File: config.mk
export PLATFORM = sky130hd
export DESIGN_NAME = pagewalk_unit
export DESIGN_NICKNAME = d
export VERILOG_FILES = /design/src/rtl/pw_pkg.sv /design/src/rtl/pw_remap.sv /design/src/rtl/pw_perm.sv /design/src/rtl/pw_decode.sv /design/src/rtl/pagewalk_unit.sv
export SDC_FILE = /design/constraint.sdc
export NUM_CORES = 1
export LEC_CHECK = 0
export BUFFER_PORTS_ARGS = -buffer_cell sky130_fd_sc_hd__clkbuf_2
export CORE_ASPECT_RATIO = 2
export CORE_MARGIN = 5
export CORE_UTILIZATION = 54
export DETAILED_ROUTE_END_ITERATION = 7
export PLACE_DENSITY = 0.92
export SYNTH_ARGS = -nofsm -noshare
export SYNTH_HDL_FRONTEND = slang
export SYNTH_SLANG_ARGS = --single-unit
File: constraint.sdc
create_clock -name clk -period 6 [get_ports clk]
set_clock_uncertainty 0.2 [all_clocks]
set_input_delay 0.9 -clock clk [delete_from_list [all_inputs] [get_ports clk]]
set_output_delay 0.9 -clock clk [all_outputs]
set_load 0.005 [all_outputs]
File: src/rtl/pw_pkg.sv
package pw_pkg;
  localparam int VA_W  = 32;
  localparam int DOM_W = 4;
  localparam int FC_W  = 4;

  typedef enum logic [2:0] {
    S_IDLE, S_L1_REQ, S_L1_WAIT, S_L2_REQ, S_L2_WAIT, S_CHECK, S_DONE
  } walk_state_t;

  localparam logic [1:0] ACC_WRITE = 2'd1;
  localparam logic [1:0] ACC_FETCH = 2'd2;

  localparam logic [FC_W-1:0] FC_SEC_XLAT  = 4'd5;
  localparam logic [FC_W-1:0] FC_PAGE_XLAT = 4'd7;
  localparam logic [FC_W-1:0] FC_SEC_DOM   = 4'd9;
  localparam logic [FC_W-1:0] FC_PAGE_DOM  = 4'd11;
  localparam logic [FC_W-1:0] FC_SEC_PERM  = 4'd13;
  localparam logic [FC_W-1:0] FC_PAGE_PERM = 4'd15;

  // 2-bit access field of one domain
  function automatic logic [1:0] dom_field(input logic [VA_W-1:0] dacr,
                                           input logic [DOM_W-1:0] dom);
    logic [DOM_W:0] idx;
    idx = {dom, 1'b0};
    return dacr[idx +: 2];
  endfunction

  // first-level word points at a table and its domain lets the walk go on
  function automatic logic l1_needs_l2(input logic [VA_W-1:0] desc,
                                       input logic [VA_W-1:0] dacr);
    logic [1:0] df;
    df = dom_field(dacr, desc[8:5]);
    return desc[0] && df[0];
  endfunction
endpackage

File: src/rtl/pw_remap.sv
module pw_remap #(
  parameter int          AW    = 32,
  parameter logic [31:0] LIMIT = 32'h0200_0000
) (
  input  logic [AW-1:0] va_i,
  input  logic [AW-1:0] pid_i,
  output logic [AW-1:0] va_o
);
  localparam logic [AW-1:0] LIM = AW'(LIMIT);
  always_comb va_o = (va_i < LIM) ? va_i + pid_i : va_i;
endmodule

File: src/rtl/pw_perm.sv
module pw_perm (
  input  logic [1:0] dom_acc,
  input  logic [1:0] ap,
  input  logic [1:0] ap0_mode,
  input  logic       is_user,
  output logic       rd_ok,
  output logic       wr_ok
);
  always_comb begin
    rd_ok = 1'b0;
    wr_ok = 1'b0;
    if (dom_acc == 2'd3) begin
      rd_ok = 1'b1;
      wr_ok = 1'b1;
    end else begin
      unique case (ap)
        2'd3: begin rd_ok = 1'b1;     wr_ok = 1'b1;     end
        2'd2: begin rd_ok = 1'b1;     wr_ok = !is_user; end
        2'd1: begin rd_ok = !is_user; wr_ok = !is_user; end
        default: begin
          wr_ok = 1'b0;
          unique case (ap0_mode)
            2'd1:    rd_ok = !is_user;
            2'd2:    rd_ok = 1'b1;
            default: rd_ok = 1'b0;
          endcase
        end
      endcase
    end
  end
endmodule

File: src/rtl/pw_decode.sv
module pw_decode
  import pw_pkg::*;
(
  input  logic            mmu_on,
  input  logic [VA_W-1:0] va,
  input  logic [VA_W-1:0] d1,
  input  logic [VA_W-1:0] d2,
  input  logic [1:0]      acc,
  input  logic            is_user,
  input  logic [VA_W-1:0] dacr,
  input  logic [1:0]      ap0_mode,
  output logic            fault_o,
  output logic [VA_W-1:0] status_o,
  output logic [VA_W-1:0] pa_o,
  output logic            rd_o,
  output logic            wr_o
);
  logic [DOM_W-1:0] dom;
  logic [1:0]       df, ap, sub_ap;
  logic             walk_fault, is_page, p_rd, p_wr, granted, deny;
  logic [FC_W-1:0]  walk_code, code;
  logic [VA_W-1:0]  pa;

  always_comb begin
    unique case (va[11:10])
      2'd0: sub_ap = d2[5:4];
      2'd1: sub_ap = d2[7:6];
      2'd2: sub_ap = d2[9:8];
      default: sub_ap = d2[11:10];
    endcase
  end

  // descriptor interpretation
  always_comb begin
    dom        = d1[8:5];
    df         = dom_field(dacr, dom);
    walk_fault = 1'b0;
    walk_code  = '0;
    pa         = '0;
    ap         = 2'd0;
    is_page    = 1'b0;
    if (!mmu_on) begin
      pa = va;
    end else if (d1[1:0] == 2'b00) begin
      walk_fault = 1'b1;
      walk_code  = FC_SEC_XLAT;
    end else if (!df[0]) begin
      walk_fault = 1'b1;
      walk_code  = (d1[1:0] == 2'b10) ? FC_SEC_DOM : FC_PAGE_DOM;
    end else if (d1[1:0] == 2'b10) begin
      pa = {d1[31:20], va[19:0]};
      ap = d1[11:10];
    end else begin
      is_page = 1'b1;
      unique case (d2[1:0])
        2'd0: begin walk_fault = 1'b1; walk_code = FC_PAGE_XLAT; end
        2'd1: begin pa = {d2[31:16], va[15:0]}; ap = sub_ap; end
        2'd2: begin pa = {d2[31:12], va[11:0]}; ap = sub_ap; end
        default: begin
          if (d1[1:0] == 2'b01) begin
            walk_fault = 1'b1;
            walk_code  = FC_PAGE_XLAT;
          end else begin
            pa = {d2[31:10], va[9:0]};
            ap = d2[5:4];
          end
        end
      endcase
    end
  end

  pw_perm u_perm (
    .dom_acc (df),
    .ap      (ap),
    .ap0_mode(ap0_mode),
    .is_user (is_user),
    .rd_ok   (p_rd),
    .wr_ok   (p_wr)
  );

  // final verdict
  always_comb begin
    granted  = (acc == ACC_WRITE) ? p_wr : p_rd;
    deny     = mmu_on && !walk_fault && !granted;
    fault_o  = walk_fault || deny;
    code     = walk_fault ? walk_code : (is_page ? FC_PAGE_PERM : FC_SEC_PERM);
    status_o = fault_o ? {{(VA_W-DOM_W-FC_W){1'b0}}, dom, code} : '0;
    pa_o     = fault_o ? '0 : pa;
    rd_o     = !mmu_on || (!fault_o && p_rd);
    wr_o     = !mmu_on || (!fault_o && p_wr);
  end
endmodule

File: src/rtl/pagewalk_unit.sv
module pagewalk_unit
  import pw_pkg::*;
#(
  parameter logic [31:0] REMAP_LIMIT = 32'h0200_0000
) (
  input  logic        clk,
  input  logic        rst_n,
  input  logic        req_valid,
  output logic        req_ready,
  input  logic [31:0] req_va,
  input  logic [1:0]  req_acc,
  input  logic        req_user,
  input  logic        cfg_mmu_on,
  input  logic [1:0]  cfg_ap0_mode,
  input  logic [31:0] cfg_ttb,
  input  logic [31:0] cfg_dacr,
  input  logic [31:0] cfg_pid,
  output logic        mem_req_valid,
  input  logic        mem_req_ready,
  output logic [31:0] mem_addr,
  input  logic        mem_rsp_valid,
  input  logic [31:0] mem_rsp_data,
  output logic        res_valid,
  input  logic        res_ready,
  output logic        res_fault,
  output logic [31:0] res_pa,
  output logic        res_rd_ok,
  output logic        res_wr_ok,
  output logic [31:0] res_status,
  output logic [31:0] data_fstat,
  output logic [31:0] data_faddr,
  output logic [31:0] inst_fstat,
  output logic [31:0] inst_faddr
);
  localparam int TB_LO = 14;

  walk_state_t           st;
  logic [VA_W-1:0]       va_q, veff_q, dacr_q, d1_q, d2_q, veff_w;
  logic [VA_W-1:TB_LO]   ttb_q;
  logic [1:0]            acc_q, ap0_q;
  logic                  user_q, mmu_q;
  logic                  dc_fault, dc_rd, dc_wr;
  logic [VA_W-1:0]       dc_status, dc_pa;

  pw_remap #(.AW(VA_W), .LIMIT(REMAP_LIMIT)) u_remap (
    .va_i (req_va),
    .pid_i(cfg_pid),
    .va_o (veff_w)
  );

  pw_decode u_decode (
    .mmu_on  (mmu_q),
    .va      (veff_q),
    .d1      (d1_q),
    .d2      (d2_q),
    .acc     (acc_q),
    .is_user (user_q),
    .dacr    (dacr_q),
    .ap0_mode(ap0_q),
    .fault_o (dc_fault),
    .status_o(dc_status),
    .pa_o    (dc_pa),
    .rd_o    (dc_rd),
    .wr_o    (dc_wr)
  );

  assign req_ready     = (st == S_IDLE);
  assign res_valid     = (st == S_DONE);
  assign mem_req_valid = (st == S_L1_REQ) || (st == S_L2_REQ);
  assign mem_addr      = (st == S_L2_REQ)
                       ? {d1_q[31:10], veff_q[19:12], 2'b00}
                       : {ttb_q, veff_q[31:20], 2'b00};

  always_ff @(posedge clk or negedge rst_n) begin
    if (!rst_n) begin
      st         <= S_IDLE;
      va_q       <= '0;
      veff_q     <= '0;
      dacr_q     <= '0;
      ttb_q      <= '0;
      d1_q       <= '0;
      d2_q       <= '0;
      acc_q      <= '0;
      ap0_q      <= '0;
      user_q     <= 1'b0;
      mmu_q      <= 1'b0;
      res_fault  <= 1'b0;
      res_pa     <= '0;
      res_rd_ok  <= 1'b0;
      res_wr_ok  <= 1'b0;
      res_status <= '0;
      data_fstat <= '0;
      data_faddr <= '0;
      inst_fstat <= '0;
      inst_faddr <= '0;
    end else begin
      unique case (st)
        S_IDLE: if (req_valid) begin
          va_q   <= req_va;
          veff_q <= veff_w;
          acc_q  <= req_acc;
          user_q <= req_user;
          mmu_q  <= cfg_mmu_on;
          ap0_q  <= cfg_ap0_mode;
          ttb_q  <= cfg_ttb[VA_W-1:TB_LO];
          dacr_q <= cfg_dacr;
          d1_q   <= '0;
          d2_q   <= '0;
          st     <= cfg_mmu_on ? S_L1_REQ : S_CHECK;
        end
        S_L1_REQ: if (mem_req_ready) st <= S_L1_WAIT;
        S_L1_WAIT: if (mem_rsp_valid) begin
          d1_q <= mem_rsp_data;
          st   <= l1_needs_l2(mem_rsp_data, dacr_q) ? S_L2_REQ : S_CHECK;
        end
        S_L2_REQ: if (mem_req_ready) st <= S_L2_WAIT;
        S_L2_WAIT: if (mem_rsp_valid) begin
          d2_q <= mem_rsp_data;
          st   <= S_CHECK;
        end
        S_CHECK: begin
          res_fault  <= dc_fault;
          res_pa     <= dc_pa;
          res_rd_ok  <= dc_rd;
          res_wr_ok  <= dc_wr;
          res_status <= dc_status;
          if (dc_fault) begin
            if (acc_q == ACC_FETCH) begin
              inst_fstat <= dc_status;
              inst_faddr <= va_q;
            end else begin
              data_fstat <= dc_status;
              data_faddr <= va_q;
            end
          end
          st <= S_DONE;
        end
        default: if (res_ready) st <= S_IDLE;
      endcase
    end
  end

  // a pending descriptor read holds until accepted
  p_mem_hold_r11: assert property (@(posedge clk) disable iff (!rst_n)
    mem_req_valid && !mem_req_ready |=> mem_req_valid && $stable(mem_addr));

  // the offered result holds until taken
  p_res_hold_r11: assert property (@(posedge clk) disable iff (!rst_n)
    res_valid && !res_ready |=> res_valid && $stable(res_pa) && $stable(res_fault)
      && $stable(res_status) && $stable(res_rd_ok) && $stable(res_wr_ok));

  // nothing in flight while idle
  p_idle_quiet_r11: assert property (@(posedge clk) disable iff (!rst_n)
    req_ready |-> !mem_req_valid && !res_valid);

  // a disabled translation never reads memory
  p_off_nomem_r2: assert property (@(posedge clk) disable iff (!rst_n)
    !req_ready && !mmu_q |-> !mem_req_valid);

  // a faulting result grants no rights
  p_fault_norights_r9: assert property (@(posedge clk) disable iff (!rst_n)
    res_valid && res_fault |-> !res_rd_ok && !res_wr_ok && res_pa == '0);

  // status is zero without a fault
  p_status_clear_r10: assert property (@(posedge clk) disable iff (!rst_n)
    res_valid && !res_fault |-> res_status == '0);

  // the pair of the other access kind stays unchanged
  p_inst_keep_r10: assert property (@(posedge clk) disable iff (!rst_n)
    $rose(res_valid) && acc_q != ACC_FETCH |-> $stable(inst_fstat) && $stable(inst_faddr));
  p_data_keep_r10: assert property (@(posedge clk) disable iff (!rst_n)
    $rose(res_valid) && acc_q == ACC_FETCH |-> $stable(data_fstat) && $stable(data_faddr));
endmodule

==> results_dict.tcl, run 1 <==
set metrics [dict create \
    synth_area_leader_cell "dfrtp_1" \
    cp-start-kind "register" \
    coreArea_um2 28200 \
    synth_top_family_by_area "simple AND/OR/NAND/NOR gates" \
    clkLatencyLatePin_ns 0.54 \
    yosys_register_bits 304 \
    area_delta_synth_final_pct 16.7 \
    setup_slack_ns 0.815 \
    port_buffers 311 \
    post_cts_resize_count 0 \
    finalSetupViolations 0 \
    synth_edf_count 0 \
    holdWs_ns 0.209 \
    tightest_slew_ns 1.14 \
    cp_max_fo 37 \
    detailed_place_hpwl_um 34600 \
    layout.cells.non_filler 2266 \
    syn_avg_cell_area_um2 9.53 \
    hp-class "input port to async pin" \
    cts_max_path_buffers 3 \
    place_inst 2208 \
    synth_top_flop_cell "dfrtp_1" \
    drv_cap 0 \
    netlist_area_um2 15400 \
    critPathKind "register to register" \
    ys_top_cells_by_count "nand2_1 (488), dfrtp_1 (304), o21ai_0 (131), buf_4 (79), mux2_1 (76)" \
    drcViolationCount 0 \
    die_w_um 129 \
    drt_iter0_markers 906 \
    die_area_um2 32200 \
    fin_area_um2 18000 \
    fin_crit_sh_pct 86.4 \
    cts_hold_buf 0 \
    fmax_mhz 193 \
    synthCells 1616 \
    die_h_um 249 \
    synth_cell_type_count 61 \
    drive_above_1_share_pct 23.0 \
    vias 13000 \
    critical_path_required_ns 6.22 \
    p_leak_uw 0.00926 \
    postCtsSetupBuffers 0 \
    synth-xor-area-share_pct 1.31 \
    hold_violations 0 \
    synth_compound_area_share_pct 11.8 \
    final_antenna_net_count 0 \
    start_util_pct 54.6 \
    power_density_nw_per_um2 480 \
    grt_max_degree 134 \
    seq_area_frac_synth_pct 49.4 \
    io_pins 402 \
    overflow 0 \
    grt_usage_pct 28.3 \
    final_nets 2096 \
    tns_ns 0 \
    period_needed_ns 5.19 \
    cts.sinks 304 \
    path_clk_slew_ns 0.07 \
    cts.htree.levels 1 \
    slew_headroom_pct 24.0 \
    post_synth_and_or_nand_nor_area_fraction_pct 16.3 \
    avgViaCountPerCell 5.73 \
    vdd_drop_max_v 0.000359 \
    ys_top_cells_by_area "dfrtp_1 (49%), nand2_1 (12%), mux2_1 (5.6%)" \
    drt_wl_total_um 46100 \
    cts_made_buffers 28 \
    placedInstanceArea_um2 16900 \
    yosys_warnings 0 \
    rsz0062_at_grt "false" \
    gp_congestion 0.932 \
    synthArstFlopShare_pct 100 \
    synthMuxAreaShare_pct 10.9 \
    grt_pass1_wl_um 71700 \
    rows 87 \
    worstPathArrival_ns 5.40 \
    grt_pass1_vias 13600 \
    wl_per_cell_um 20.3 \
    dp_slack_ns 0.839 \
    crit_path_end_kind "register" \
    slew_violations 0 \
    synthMostInstantiatedCell "nand2_1" \
    first_pass_iters 5 \
    synthAdderAreaFrac_pct 3.46 \
    status "completed" \
    yosysTopAreaCellShare_pct 49.4 \
    cts_root_buffer "clkbuf_16" \
    antenna_found_initial 7 \
    cts_tree "yes" \
]
==> cells in the final DEF (no fill, tap or decap), types with 8 or more instances in the layout <==
cell       instances
nand2_1          487
mux2i_1           10
inv_1             27
conb_1            74
xor2_1            16
o21ai_0          131
nand3_1           28
a21o_1             8
dfrtp_1          304
o211ai_1           9
clkbuf_2         310
ha_1              41
o2bb2ai_1         11
mux2_1            76
clkbuf_16         29
nor3_1            18
a21oi_1           55
mux2_2            32
mux4_2            16
o22ai_1           16
a22oi_1           13
clkbuf_8           9
o21a_1            11
nor2_1            44
buf_4             13
a22o_1            10
==> kinds of logic (layout without fill, tap and decap cells) <==
group           Yosys count  count (layout)
other cells               1              81
fa+ha+maj                42              42
buf+inv                 191             405
xor+xnor                 23              23
compound gates          302             302
simple gates            619             619
mux                     134             134
flops                   304             304
==> worst max-delay path: stages, from the launching register on <==
cell	delay [ns]
dfrtp_1	0.75
mux4_2	0.61
mux4_2	0.60
nand2_2	0.18
or2_2	0.16
inv_1	0.07
ha_1	0.20
a211oi_1	0.28
o221ai_1	0.15
a211oi_1	0.24
nand2_1	0.11
a21boi_2	0.19
nand2b_4	0.18
a21oi_4	0.17
buf_4	0.49
mux2_1	0.39
==> where the power goes <==
group	switching (µW)	total, µW	internal (µW)
sequential	764	3700	2940
clock	779	1940	1170
combinational	1680	2970	1290
total	3220	8620	5400
==> per-stage QoR <==
step | total power (µW) | util, %
final | 8620 | 63.7
after global routing | 9150 | 63.7
after CTS | 8640 | 63.7
after detailed placement | 6670 | 60.1
after global placement | 6460 | 60.1
after floorplan | 5320 | -
==> layer usage <==
layer | GRT usage, % | part of all wire, % | vias to the layer above
met5 | 0 | 0 | -
met4 | 18.4 | 7.2 | 0
met3 | 3.33 | 6.6 | 190
met2 | 50.7 | 53 | 645
met1 | 30.6 | 33 | 6260
li1 | - | - | 5879
==> worst paths after layout <==
kind	start	to	slack (ns)	cells past startpoint
worst max-delay path	d1_q[5]$_DFFE_PN0P_	data_faddr[8]$_DFFE_PN0P_	0.81	15
max in group asynchronous	rst_n	data_faddr[0]$_DFFE_PN0P_	3.93	2
min in group clk	res_pa[31]$_DFFE_PN0P_	res_pa[31]$_DFFE_PN0P_	0.27	2
worst min-delay path	rst_n	inst_fstat[5]$_DFFE_PN0P_	0.21	1
worst min register to register	res_pa[31]$_DFFE_PN0P_	res_pa[31]$_DFFE_PN0P_	0.27	2
worst max register to register	d1_q[5]$_DFFE_PN0P_	data_faddr[8]$_DFFE_PN0P_	0.81	15
==> flip-flops by register name, summed over array words and instances, names as in the netlist, 2 cells and up <==
signal,count
res_status,8
res_pa,32
acc_q,2
ttb_q,18
inst_faddr,32
inst_fstat,8
st,3
veff_q,32
data_faddr,32
data_fstat,8
d1_q,28
dacr_q,32
va_q,32
ap0_q,2
d2_q,30
==> cell type report <==
cell class	count	area [µm²]
fill	2127	10200
sequential	304	7610
multi-input combinational	1194	7070
timing repair buffer	326	1700
clock buffer	42	865
tap	356	445
clock inverter	9	151
inverter	28	105
antenna	7	17.5
Note: power is estimated with default switching activity, not from simulation.
==> run 2, diff against run 1 <==
- CTS_BUF_LIST: default -> sky130_fd_sc_hd__clkbuf_8 sky130_fd_sc_hd__clkbuf_16
==> results_dict.tcl, run 2 (synthesized netlist as in run 1, its figures left out) <==
set metrics [dict create \
    status "completed" \
    hp-class "input port to async pin" \
    wl_per_cell_um 20.3 \
    dp_slack_ns 0.839 \
    fin_crit_sh_pct 86.3 \
    avgViaCountPerCell 5.72 \
    cts_hold_buf 0 \
    area_delta_synth_final_pct 16.7 \
    gp_congestion 0.932 \
    vdd_drop_max_v 0.000359 \
    rsz0062_at_grt "false" \
    power_density_nw_per_um2 480 \
    slew_headroom_pct 23.7 \
    grt_usage_pct 28.3 \
    crit_path_end_kind "register" \
    final_antenna_net_count 0 \
    port_buffers 311 \
    worstPathArrival_ns 5.39 \
    die_h_um 249 \
    cp_max_fo 37 \
    start_util_pct 54.6 \
    cts_tree "yes" \
    detailed_place_hpwl_um 34600 \
    antenna_found_initial 7 \
    die_area_um2 32200 \
    setup_slack_ns 0.823 \
    fmax_mhz 193 \
    rows 87 \
    final_common_cell "nand2_1" \
    hold_violations 0 \
    vias 13000 \
    drive_above_1_share_pct 23.0 \
    grt_pass1_wl_um 71700 \
    coreArea_um2 28200 \
    cts_root_buffer "clkbuf_16" \
    critical_path_required_ns 6.22 \
    grt_max_degree 134 \
    tightest_slew_ns 1.14 \
    overflow 0 \
    grt_pass1_vias 13600 \
    path_clk_slew_ns 0.07 \
    cts.htree.levels 1 \
    io_pins 402 \
    cts_max_path_buffers 3 \
    drv_cap 0 \
    critPathKind "register to register" \
    tns_ns 0 \
    cts.sinks 304 \
    final_util_pct 63.7 \
    cts_made_buffers 28 \
    final_cell_mix "nand2_1 (487), clkbuf_2 (310), dfrtp_1 (304), o21ai_0 (131), mux2_1 (76)" \
    first_pass_iters 5 \
    die_w_um 129 \
    holdWs_ns 0.201 \
    drt_wl_total_um 46100 \
    cp-start-kind "register" \
    clkLatencyLatePin_ns 0.54 \
    postCtsSetupBuffers 0 \
    period_needed_ns 5.18 \
    p_leak_uw 0.00927 \
    drt_iter0_markers 922 \
    final_nets 2096 \
    post_cts_resize_count 0 \
    drcViolationCount 0 \
    slew_violations 0 \
    finalSetupViolations 0 \
]
## run 2: cell types whose count changed in the layout (fill, tap and decap cells not counted)
cell      previous run  this run
inv_1               27        31
clkbuf_1             4         0
## run 2: path summary, 6_finish.rpt
check,cells after the start,end,slack [ns],startpoint
worst max-delay path,15,data_faddr[8]$_DFFE_PN0P_,0.82,d1_q[5]$_DFFE_PN0P_
worst min-delay path,1,inst_fstat[5]$_DFFE_PN0P_,0.20,rst_n
worst max register to register,15,data_faddr[8]$_DFFE_PN0P_,0.82,d1_q[5]$_DFFE_PN0P_
worst min register to register,2,ttb_q[25]$_DFFE_PN0P_,0.27,ttb_q[25]$_DFFE_PN0P_
max in group asynchronous,2,data_faddr[0]$_DFFE_PN0P_,3.93,rst_n
min in group clk,2,ttb_q[25]$_DFFE_PN0P_,0.27,ttb_q[25]$_DFFE_PN0P_
## run 2: worst max-delay path, stage by stage (launching register included)
cell	delay [ns]
dfrtp_1	0.75
mux4_2	0.61
mux4_2	0.59
nand2_2	0.18
or2_2	0.16
inv_1	0.07
ha_1	0.20
a211oi_1	0.28
o221ai_1	0.15
a211oi_1	0.24
nand2_1	0.11
a21boi_2	0.20
nand2b_4	0.19
a21oi_4	0.17
buf_4	0.49
mux2_1	0.39
## run 2: per-stage QoR
stage | cell area [µm²] | std cells | power (µW)
2_1_floorplan | 15700 | 1689 | 5320
3_3_place_gp | 16900 | 2208 | 6460
3_5_place_dp | 16900 | 2208 | 6670
4_1_cts | 18000 | 2259 | 8630
5_1_grt | 18000 | 2266 | 9140
6_report | 18000 | 2266 | 8620
## run 2: area by class of cell
cell class                      count  area, µm²
Clock buffer                       38        850
Tap cell                          356        445
Clock inverter                     13        166
Multi-Input combinational cell   1194       7070
Antenna cell                        7       17.5
Fill cell                        2127      10200
Sequential cell                   304       7610
Inverter                           28        105
Timing Repair Buffer              326       1700
## run 2: layer usage
metal | wire length, µm | vias up | track usage (%)
li1 | - | 5882 | -
met1 | 15300 | 6245 | 30.6
met2 | 24500 | 652 | 50.7
met3 | 3020 | 181 | 3.33
met4 | 3270 | 0 | 18.4
met5 | 0 | - | 0
## run 2: where the power goes
group	internal [µW]	switching (µW)	leakage, µW
combinational	1290	1680	0.00479
clock	1160	780	0.000516
sequential	2940	766	0.00397
==> run 3, diff against run 2 <==
- CORE_UTILIZATION: 54 -> 58
- MAX_ROUTING_LAYER: default -> met4
- PLACE_DENSITY: 0.92 -> 0.95
- clock period: 6 -> 6.5 ns (I/O delays scaled with it)
==> results_dict.tcl, run 3 (synthesized netlist as in run 1, its figures left out) <==
set metrics [dict create \
    status "completed" \
    drt_iter0_markers 1010 \
    grt_pass1_wl_um 70700 \
    tns_ns 0 \
    die_h_um 240 \
    slew_headroom_pct 15.8 \
    start_util_pct 58.6 \
    die_area_um2 30100 \
    post_cts_resize_count 0 \
    cp-start-kind "register" \
    p_clk_share_pct 20.9 \
    hp-class "input port to async pin" \
    critical_path_required_ns 6.72 \
    area_delta_synth_final_pct 15.6 \
    rows 84 \
    cts.htree.levels 1 \
    worstPathArrival_ns 5.58 \
    rsz0062_at_grt "false" \
    detailed_place_hpwl_um 34700 \
    crit_path_end_kind "register" \
    drt_wl_total_um 45900 \
    final_cell_mix "nand2_1 (487), clkbuf_2 (310), dfrtp_1 (304), o21ai_0 (131), mux2_1 (76)" \
    finalSetupViolations 0 \
    placedInstanceArea_um2 16900 \
    final_common_cell "nand2_1" \
    avgViaCountPerCell 5.77 \
    p_leak_uw 0.00919 \
    path_clk_slew_ns 0.08 \
    gp_congestion 0.974 \
    hold_violations 0 \
    cts_tree "yes" \
    die_w_um 125 \
    vias 13000 \
    power_density_nw_per_um2 436 \
    power_frac_comb_pct 35.2 \
    port_buffers 311 \
    final_nets 2093 \
    cp_max_fo 38 \
    coreArea_um2 26300 \
    wl_per_cell_um 20.4 \
    vdd_drop_max_v 0.000342 \
    grt_pass1_vias 13400 \
    fin_crit_sh_pct 82.4 \
    pwr-share-seq_pct 43.9 \
    cts_made_buffers 26 \
    grt_max_degree 148 \
    final_antenna_net_count 0 \
    drive_above_1_share_pct 22.8 \
    grt_usage_pct 30.7 \
    cts_hold_buf 0 \
    cts_root_buffer "clkbuf_16" \
    p_int_uw 4810 \
    drv_cap 0 \
    tightest_slew_ns 1.26 \
    fin_area_um2 17800 \
    antenna_found_initial 8 \
    critPathKind "register to register" \
    fmax_mhz 187 \
    cts.sinks 304 \
    postCtsSetupBuffers 0 \
    drcViolationCount 0 \
    switching_share_pct 38.0 \
    period_needed_ns 5.36 \
    power_switching_uw 2950 \
    clkLatencyLatePin_ns 0.55 \
    first_pass_iters 5 \
    slew_violations 0 \
    overflow 0 \
    io_pins 402 \
    cts_max_path_buffers 3 \
]
==> run 3: cell count changes in the layout (fill, tap and decap cells not counted), sizes merged <==
cell,previous run,this run
diode,7,8
buf,16,15
clkinv,4,6
clkinvlp,1,2
bufinv,4,3
clkbuf,348,340
==> run 3: power groups by stage <==
stage | registers [µW] | clock network, µW | logic (µW)
detailed placement | 3420 | 0 | 2720
finish | 3410 | 1620 | 2730
floorplan | 3150 | 0 | 1760
global placement | 3360 | 0 | 2600
CTS | 3400 | 1640 | 2740
global route | 3500 | 1720 | 3030
==> run 3: per-layer routing <==
layer  global-route usage [%]  vias to the layer above  routed length, µm
met4                     21.9                        0               3770
met5                        -                        -                  0
met2                     53.7                      684              24100
met1                     31.3                     6224              15000
met3                     4.38                      204               2930
li1                         -                     5867                  -
==> run 3: path summary, 6_finish.rpt <==
kind	to	slack (ns)	startpoint	cells after the start
max	inst_faddr[1]$_DFFE_PN0P_	1.14	d1_q[5]$_DFFE_PN0P_	15
min	data_fstat[5]$_DFFE_PN0P_	0.22	rst_n	1
max reg2reg	inst_faddr[1]$_DFFE_PN0P_	1.14	d1_q[5]$_DFFE_PN0P_	15
min reg2reg	dacr_q[25]$_DFFE_PN0P_	0.27	dacr_q[25]$_DFFE_PN0P_	2
max in group asynchronous	veff_q[26]$_DFFE_PN0P_	4.52	rst_n	2
min in group clk	dacr_q[25]$_DFFE_PN0P_	0.27	dacr_q[25]$_DFFE_PN0P_	2
==> run 3: critical path: stages (launching register included) <==
cell      delay (ns)
dfrtp_1         0.80
mux4_2          0.61
mux4_2          0.58
nand2_2         0.16
or2_2           0.15
inv_1           0.06
ha_1            0.20
a211oi_1        0.30
o221ai_1        0.18
a211oi_1        0.25
nand2_1         0.11
a21boi_2        0.19
nand2b_4        0.18
nor3b_4         0.26
buf_4           0.52
mux2_1          0.42
==> run 3: cell type report <==
class                   count  area (µm²)
diodes                      8        20.0
clock buffers              30         717
clock inverters            15         163
fillers                  1962        8480
inverters                  28         105
multi-input cells        1194        7070
flip-flops and latches    304        7610
well taps                 344         430
repair buffers            325        1680
==> run 3: metrics by stage <==
step | setup WS (ns) | hold WS [ns] | util [%] | instances | power, µW
2_1_floorplan | 2.25 | 0.240 | - | 1689 | 4910
3_3_place_gp | 1.40 | 0.252 | 64.3 | 2195 | 5960
3_5_place_dp | 1.19 | 0.257 | 64.3 | 2195 | 6140
4_1_cts | 1.16 | 0.262 | 67.7 | 2240 | 7780
5_1_grt | 0.893 | 0.287 | 67.7 | 2248 | 8250
6_report | 1.14 | 0.223 | 67.7 | 2248 | 7760
